`src/rtl/io_cell_pkg.sv`:
```
package io_cell_pkg;

  typedef enum logic [2:0] {
    MODE_IN_COMB  = 3'd0,
    MODE_IN_REG   = 3'd1,
    MODE_IN_LATCH = 3'd2,
    MODE_OUT      = 3'd3,
    MODE_BIDIR    = 3'd4
  } io_mode_e;

  typedef enum logic [1:0] {
    SRC_COMB  = 2'd0,
    SRC_REG   = 2'd1,
    SRC_LATCH = 2'd2
  } in_src_e;

  typedef struct packed {
    in_src_e src;
    logic    drv_force;  // driver always on
    logic    drv_group;  // driver follows group enable
  } io_ctrl_t;

endpackage

```
`src/rtl/io_cell_dec.sv`:
```
module io_cell_dec
  import io_cell_pkg::*;
(
  input  logic [2:0] mode_i,
  output io_ctrl_t   ctrl_o
);

  always_comb begin
    ctrl_o = '{src: SRC_COMB, drv_force: 1'b0, drv_group: 1'b0};
    case (mode_i)
      MODE_IN_REG:   ctrl_o.src = SRC_REG;
      MODE_IN_LATCH: ctrl_o.src = SRC_LATCH;
      MODE_OUT:      ctrl_o.drv_force = 1'b1;
      MODE_BIDIR:    ctrl_o.drv_group = 1'b1;
      default:       ctrl_o = '{src: SRC_COMB, drv_force: 1'b0, drv_group: 1'b0};
    endcase
  end

endmodule

```
`src/rtl/io_cell_capture.sv`:
```
module io_cell_capture #(
  parameter int NUM_CLK = 2,
  parameter int SEL_W   = (NUM_CLK > 1) ? $clog2(NUM_CLK) : 1
) (
  input  logic               clk_i,
  input  logic               rst_ni,
  input  logic [NUM_CLK-1:0] ioclk_i,
  input  logic [SEL_W-1:0]   clk_sel_i,
  input  logic               pad_i,
  output logic               reg_q_o,
  output logic               lat_q_o
);

  logic [NUM_CLK-1:0] hit;
  logic               sel_lvl;
  logic               sel_prev;
  logic               sel_rise;

  for (genvar g = 0; g < NUM_CLK; g++) begin : g_sel
    assign hit[g] = ioclk_i[g] && (clk_sel_i == SEL_W'(g));
  end

  assign sel_lvl  = |hit;
  assign sel_rise = sel_lvl && !sel_prev;

  always_ff @(posedge clk_i or negedge rst_ni) begin
    if (!rst_ni) sel_prev <= 1'b0;
    else         sel_prev <= sel_lvl;
  end

  always_ff @(posedge clk_i or negedge rst_ni) begin
    if (!rst_ni)       reg_q_o <= 1'b0;
    else if (sel_rise) reg_q_o <= pad_i;
  end

  // transparent while selected line is high
  always_ff @(posedge clk_i or negedge rst_ni) begin
    if (!rst_ni)      lat_q_o <= 1'b0;
    else if (sel_lvl) lat_q_o <= pad_i;
  end


  reg_capture_chk: assert property (@(posedge clk_i) disable iff (!rst_ni)
    sel_rise |=> reg_q_o == $past(pad_i));

  reg_hold_chk: assert property (@(posedge clk_i) disable iff (!rst_ni)
    !sel_rise |=> $stable(reg_q_o));

  lat_follow_chk: assert property (@(posedge clk_i) disable iff (!rst_ni)
    sel_lvl |=> lat_q_o == $past(pad_i));

  lat_hold_chk: assert property (@(posedge clk_i) disable iff (!rst_ni)
    !sel_lvl |=> $stable(lat_q_o));

endmodule

```
`src/rtl/io_cell_drive.sv`:
```
module io_cell_drive
  import io_cell_pkg::*;
(
  input  io_ctrl_t ctrl_i,
  input  logic     core_d_i,
  input  logic     inv_i,
  input  logic     grp_oe_i,
  input  logic     pad_i,
  output logic     pad_o,
  output logic     pad_oe_o,
  output logic     fb_o
);

  assign pad_oe_o = ctrl_i.drv_force || (ctrl_i.drv_group && grp_oe_i);
  assign pad_o    = core_d_i ^ inv_i;
  assign fb_o     = pad_oe_o ? pad_o : pad_i;

endmodule

```
`src/rtl/io_cell.sv`:
```
module io_cell
  import io_cell_pkg::*;
#(
  parameter int NUM_CLK = 2,
  localparam int SEL_W  = (NUM_CLK > 1) ? $clog2(NUM_CLK) : 1
) (
  input  logic               clk_i,
  input  logic               rst_ni,
  input  logic [2:0]         cfg_mode_i,
  input  logic               cfg_inv_i,
  input  logic [SEL_W-1:0]   clk_sel_i,
  input  logic [NUM_CLK-1:0] ioclk_i,
  input  logic               grp_oe_i,
  input  logic               core_d_i,
  output logic               core_q_o,
  output logic               fb_o,
  input  logic               pad_i,
  output logic               pad_o,
  output logic               pad_oe_o
);

  io_ctrl_t ctrl;
  logic     reg_q;
  logic     lat_q;

  io_cell_dec u_dec (
    .mode_i (cfg_mode_i),
    .ctrl_o (ctrl)
  );

  io_cell_capture #(.NUM_CLK(NUM_CLK), .SEL_W(SEL_W)) u_cap (
    .clk_i     (clk_i),
    .rst_ni    (rst_ni),
    .ioclk_i   (ioclk_i),
    .clk_sel_i (clk_sel_i),
    .pad_i     (pad_i),
    .reg_q_o   (reg_q),
    .lat_q_o   (lat_q)
  );

  io_cell_drive u_drv (
    .ctrl_i   (ctrl),
    .core_d_i (core_d_i),
    .inv_i    (cfg_inv_i),
    .grp_oe_i (grp_oe_i),
    .pad_i    (pad_i),
    .pad_o    (pad_o),
    .pad_oe_o (pad_oe_o),
    .fb_o     (fb_o)
  );

  always_comb begin
    case (ctrl.src)
      SRC_REG:   core_q_o = reg_q;
      SRC_LATCH: core_q_o = lat_q;
      default:   core_q_o = pad_i;
    endcase
  end

  logic in_only;
  assign in_only = (cfg_mode_i != MODE_OUT) && (cfg_mode_i != MODE_BIDIR);


  in_mode_no_drive_chk: assert property (@(posedge clk_i) disable iff (!rst_ni)
    in_only |-> !pad_oe_o);

  out_mode_drive_chk: assert property (@(posedge clk_i) disable iff (!rst_ni)
    (cfg_mode_i == MODE_OUT) |-> pad_oe_o);

  bidir_oe_chk: assert property (@(posedge clk_i) disable iff (!rst_ni)
    (cfg_mode_i == MODE_BIDIR) |-> (pad_oe_o == grp_oe_i));

  bidir_fb_pad_chk: assert property (@(posedge clk_i) disable iff (!rst_ni)
    (cfg_mode_i == MODE_BIDIR && !grp_oe_i) |-> (fb_o == pad_i));

  comb_path_chk: assert property (@(posedge clk_i) disable iff (!rst_ni)
    (cfg_mode_i == MODE_IN_COMB) |-> (core_q_o == pad_i));

endmodule

```
`config.mk`:
```
export PLATFORM = sky130hd
export DESIGN_NAME = io_cell
export DESIGN_NICKNAME = d
export VERILOG_FILES = /design/src/rtl/io_cell_pkg.sv /design/src/rtl/io_cell_dec.sv /design/src/rtl/io_cell_capture.sv /design/src/rtl/io_cell_drive.sv /design/src/rtl/io_cell.sv
export SDC_FILE = /design/constraint.sdc
export NUM_CORES = 1
export LEC_CHECK = 0
export BUFFER_PORTS_ARGS = -buffer_cell sky130_fd_sc_hd__buf_4
export CAP_MARGIN = 30
export CELL_PAD_IN_SITES_DETAIL_PLACEMENT = 1
export CELL_PAD_IN_SITES_GLOBAL_PLACEMENT = 1
export CORE_AREA = 10 10 47 49
export CTS_CLUSTER_SIZE = 10
export DETAILED_ROUTE_END_ITERATION = 12
export DIE_AREA = 0 0 57 59
export PLACE_DENSITY_LB_ADDON = 0.12
export SLEW_MARGIN = 15
export SYNTH_ARGS = -nofsm -noshare
export SYNTH_HDL_FRONTEND = slang
export SYNTH_SLANG_ARGS = --single-unit
export TNS_END_PERCENT = 10
```
`constraint.sdc`:
```
create_clock -name clk_i -period 1.1 [get_ports clk_i]
set_input_delay 0.165 -clock clk_i [delete_from_list [all_inputs] [get_ports clk_i]]
set_output_delay 0.165 -clock clk_i [all_outputs]
set_load 0.1 [all_outputs]
```
# Word-level counts from Yosys, hierarchy flattened
# Cells that the tools add are included.
dict set report totals {
  elab_cells 23
  ff_bits 3
  in_bits 12
  out_inout_bits 4
}
dict set report op_classes {
  n_reduce_logical 7
  n_eq_ne 6
  n_mux 5
  bitwise_logic 2
}
# operator n
set ops {}
lappend ops {{$eq 3x2->1 const B} 2}
lappend ops {{$logic_and 1x1->1} 4}
lappend ops {{$pmux 2 s2} 1}
lappend ops {{$eq 3x1->1 const B} 1}
lappend ops {{$eq 3x3->1 const B} 1}
lappend ops {{$mux 1} 3}
lappend ops {{$eq 2x1->1 const B} 1}
lappend ops {{$eq 2x2->1 const B} 1}
lappend ops {{$pmux 1 s2} 1}
lappend ops {{$reduce_or 2->1} 1}
lappend ops {{$logic_not 1->1} 1}
lappend ops {{$logic_or 1x1->1} 1}
lappend ops {{$not 1->1} 1}
lappend ops {{$xor 1x1->1} 1}

# Logic depth before layout (Yosys ltp)
dict set report logic_depth {
  word_depth 5
  depth_mapped 5
  mapped_depth_nobuf 5
}

# Hierarchy
# Synthesis repeated with hierarchy kept, for this count alone.
dict set report hier_totals {
  hier_cells 22
  area_unflattened_um2 227.7
}
# mod cells_each area_each_um2 instances seq_area_each_um2
set modules_own_cells {}
lappend modules_own_cells {io_cell_capture 8 115.1 1 75.1}
lappend modules_own_cells {io_cell 7 48.8 1 0.0}
lappend modules_own_cells {io_cell_dec 4 32.5 1 0.0}
lappend modules_own_cells {io_cell_drive 3 31.3 1 0.0}

# Worst setup path after synthesis
# OpenSTA, ideal clock, no wires.
dict set report synth_timing {
  path_type {input port to output port}
  from {input port cfg_mode_i[0]}
  to {output port core_q_o}
  path_slack_ps -2032
  t_required_ps 935
  path_stages 3
  n_path_buf 0
  t_arrival_ps 2967
  cell_sequence {or3b_1 ha_1 o21ai_0}
}
dict set report synth_between {
  elab_chain_len 4
  word_cells_on_any_way 6
  cone_classes {eq/ne: 4; mux: 2}
}
# item line
set synth_lines {}
lappend synth_lines {{start, declared} io_cell.sv:9} ;# input logic [2:0] cfg_mode_i,
lappend synth_lines {{$eq 3x2->1 / $eq 3x1->1 (equally long branches)} io_cell_dec.sv:10} ;# case (mode_i)
lappend synth_lines {{$pmux 2 s2 (*)} io_cell_dec.sv:10}
lappend synth_lines {{$eq 2x2->1 / $eq 2x1->1 (equally long branches)} io_cell.sv:53} ;# case (ctrl.src)
lappend synth_lines {{$pmux 1 s2 (*)} io_cell.sv:53}
lappend synth_lines {{end, declared} io_cell.sv:15} ;# output logic core_q_o,
# Every way passes the cells marked *; elsewhere a longest branch is shown, timed or not.

# Final worst setup path
# Ends and elaborated chain as after synthesis.

==> run metrics <==
maximum vdd ir drop 0.311 mV; Worst Path Arrival 1290 ps; starting DRC count in detailed routing 0; final critical-path required period 1460 ps; worst clock skew 2.04 ps; remaining global-route overflow 0; post-DR vias/cell ~4.2; IO Port Bufs 15; Fin. Hold Viols 0; maximum number of pins on one net before global-route repair 5; leakage 0.248 nW; number of antenna violations at the first check in global routing 0; RSZ-0062 raised after global routing yes; final number of max-transition violations 0; Tot GR Track Use around 5.7%; status finished with violations; count of distinct cell types in the synthesized netlist 15; area grow syn2layout 145%; longest individual stage delay on the worst path ~400 ps; data required time at the worst endpoint 940 ps; sequential fraction of the synthesis area 32.3%; Finished Core Util between 40% and 50%; vias in the first global route 334; netlist area before placement 233 um^2; cell count after synthesis 22; Max-slew headroom 82.1%; layout cells sized above 1 75.6%; FP Rows 14; internal power of the cells 0.387 mW; detail-routed net length per standard cell 13.6 um; worst hold slack 207 ps; Cell Chain, Critical Path buf_6, or3b_4, ha_4, nand2_4, o21ai_4, buf_12; later-pin clock latency in the skew report 230 ps; worst slew pin tran 262 ps; Die Y slightly below 60 um; Achievable Freq 687 MHz; Yosys Warn Count 0; Worst Setup Start Kind primary input; combinational power share 47.0%; most frequent cells in the layout 11 x sky130_fd_sc_hd__buf_4, 3 x sky130_fd_sc_hd__clkbuf_4, 3 x sky130_fd_sc_hd__buf_6, 3 x sky130_fd_sc_hd__buf_12, 3 x sky130_fd_sc_hd__dfrtp_1; highest-delay cell along the critical path sky130_fd_sc_hd__or3b_4; core region area 0.00140 mm^2; switching power as a share of total power a little under two fifths; setup ws final -355 ps; nets in the synthesized netlist 36; antenna diode instance count 0; register clock-pin slew on the reported worst setup and hold paths 30 ps; post-synthesis sequential element count 3; CTS HTree Levels 1; violated checks setup timing; global-route wire length before repair 1420 um; Sum Neg Setup Slack -644 ps; proportion of power drawn by flip-flops and latches 22.0%; most common cell after layout, fill and taps aside sky130_fd_sc_hd__buf_4; number of buffer and inverter instances along the worst setup path 2; Die Area between 0.003 and 0.004 mm^2; hold crit path type primary input to flip-flop; CTS buffer count 3; antenna violation net count after detailed routing 0; final period utilization 132%; detailed placer's ending HPWL 695 um; drt drc 0; Root Driver sky130_fd_sc_hd__clkbuf_4; number of clock sinks 3; top-level I/O count 16; critical path class primary input to output port; TritonCTS clock tree done; CP Max Fanout 3; Post-layout nets 60; buffers inserted by post-CTS timing repair 0; overall power after layout about 0.61 mW; Worst path top cell family by delay simple AND/OR/NAND/NOR gates; Final setup viols 2; first-pass iteration count of the detailed router 1; Clk pwr share 30.9%; maximum buffer depth of the clock tree 2; x dimension of the die ~57 um; crit end category output port; starting density of the core 16.6%; Vias 257; Placer Congestion 0.608; total of max-cap violations 0; drt total wl 828 um; average cell area after synthesis between 10 and 15 um^2; power density relative to cell area 1070 mW/mm^2; P_sw 0.225 mW
==> final timing paths <==
kind / start / endpoint / slack (ps) / cells past startpoint
max in group asynchronous: rst_ni / u_cap.lat_q_o / 740 / 2
min in group asynchronous: rst_ni / u_cap.sel_prev / 260 / 2
setup / recovery: cfg_mode_i[0] / core_q_o / -360 / 6
hold / removal: pad_i / u_cap.reg_q_o / 210 / 2
setup reg to reg: u_cap.sel_prev / u_cap.reg_q_o / 180 / 2
hold reg to reg: u_cap.reg_q_o / u_cap.reg_q_o / 510 / 1
==> routing by layer <==
layer	vias up	part of all wire (%)	routed length, um	global-route usage (%)
li1	121	-	-	-
met1	124	29	241	3.82
met2	10	61	507	10.4
met3	2	6.9	57	3.00
met4	0	2.5	21	6.04
met5	-	0	0	0
==> worst register-to-register path: stages, from the launching register on <==
cell and delay [ps]:
sky130_fd_sc_hd__dfrtp_1 360, sky130_fd_sc_hd__nor2_1 120, sky130_fd_sc_hd__mux2_1 320
==> logic make-up (layout without fill, tap and decap cells) <==
kind of cell / count (synthesis) / in the layout / share of synthesized area, %
compound gates: 3 / 3 / 14.5
buf+inv: 3 / 26 / 4.84
simple gates: 6 / 6 / 15.1
flops: 3 / 3 / 32.3
fa+ha+maj: 2 / 2 / 10.8
xor+xnor: 1 / 1 / 3.76
mux: 4 / 4 / 18.8
==> power groups by stage <==
stage	logic, mW	registers [mW]	clock network (mW)
after CTS	0.282	0.135	0.204
final	0.288	0.135	0.189
after global placement	0.227	0.134	0
after floorplan	0.152	0.131	0
after global routing	0.302	0.137	0.210
after detailed placement	0.233	0.135	0
==> synthesized netlist by cell type <==
cell type | count | area, um^2
sky130_fd_sc_hd__nor3b_1 | 1 | 7.51
sky130_fd_sc_hd__mux2i_1 | 1 | 10.0
sky130_fd_sc_hd__xor2_1 | 1 | 8.76
sky130_fd_sc_hd__mux2_1 | 1 | 11.3
sky130_fd_sc_hd__ha_1 | 2 | 25.0
sky130_fd_sc_hd__nor2_1 | 1 | 3.75
sky130_fd_sc_hd__nand2_1 | 2 | 7.51
sky130_fd_sc_hd__o21ai_0 | 1 | 5.00
sky130_fd_sc_hd__a22oi_1 | 1 | 7.51
sky130_fd_sc_hd__mux2_2 | 2 | 22.5
sky130_fd_sc_hd__or3b_1 | 1 | 8.76
sky130_fd_sc_hd__o31ai_4 | 1 | 21.3
sky130_fd_sc_hd__dfrtp_1 | 3 | 75.1
sky130_fd_sc_hd__nand3b_1 | 1 | 7.51
sky130_fd_sc_hd__inv_1 | 3 | 11.3
==> registers in the layout, indices dropped and copies added (netlist names) <==
| signal | count |
|---|---|
| u_cap.lat_q_o | 1 |
| u_cap.reg_q_o | 1 |
| u_cap.sel_prev | 1 |
==> through the flow <==
step | instances | setup WS, ps | cell area [um^2]
after floorplan | 22 | -684 | 272
after global placement | 56 | -553 | 427
after detailed placement | 56 | -561 | 427
after CTS | 61 | -404 | 556
after global routing | 61 | -387 | 571
final | 61 | -355 | 571
==> area by class of cell <==
class                      instances  area, um^2
fill                             158         831
multi-input combinational         16         236
timing repair buffer              19         201
sequential                         3        75.1
clock buffer                       4        26.3
tap                               16        20.0
inverter                           3        11.3
==> what timing repair did <==
item,CTS,global route
endpoints found under the setup margin,3,3
hold buffers,1,0
endpoints found under the hold margin,3,0
pin swaps,6,6
gates resized for setup,20,4
(Power assumes the default switching activity.)
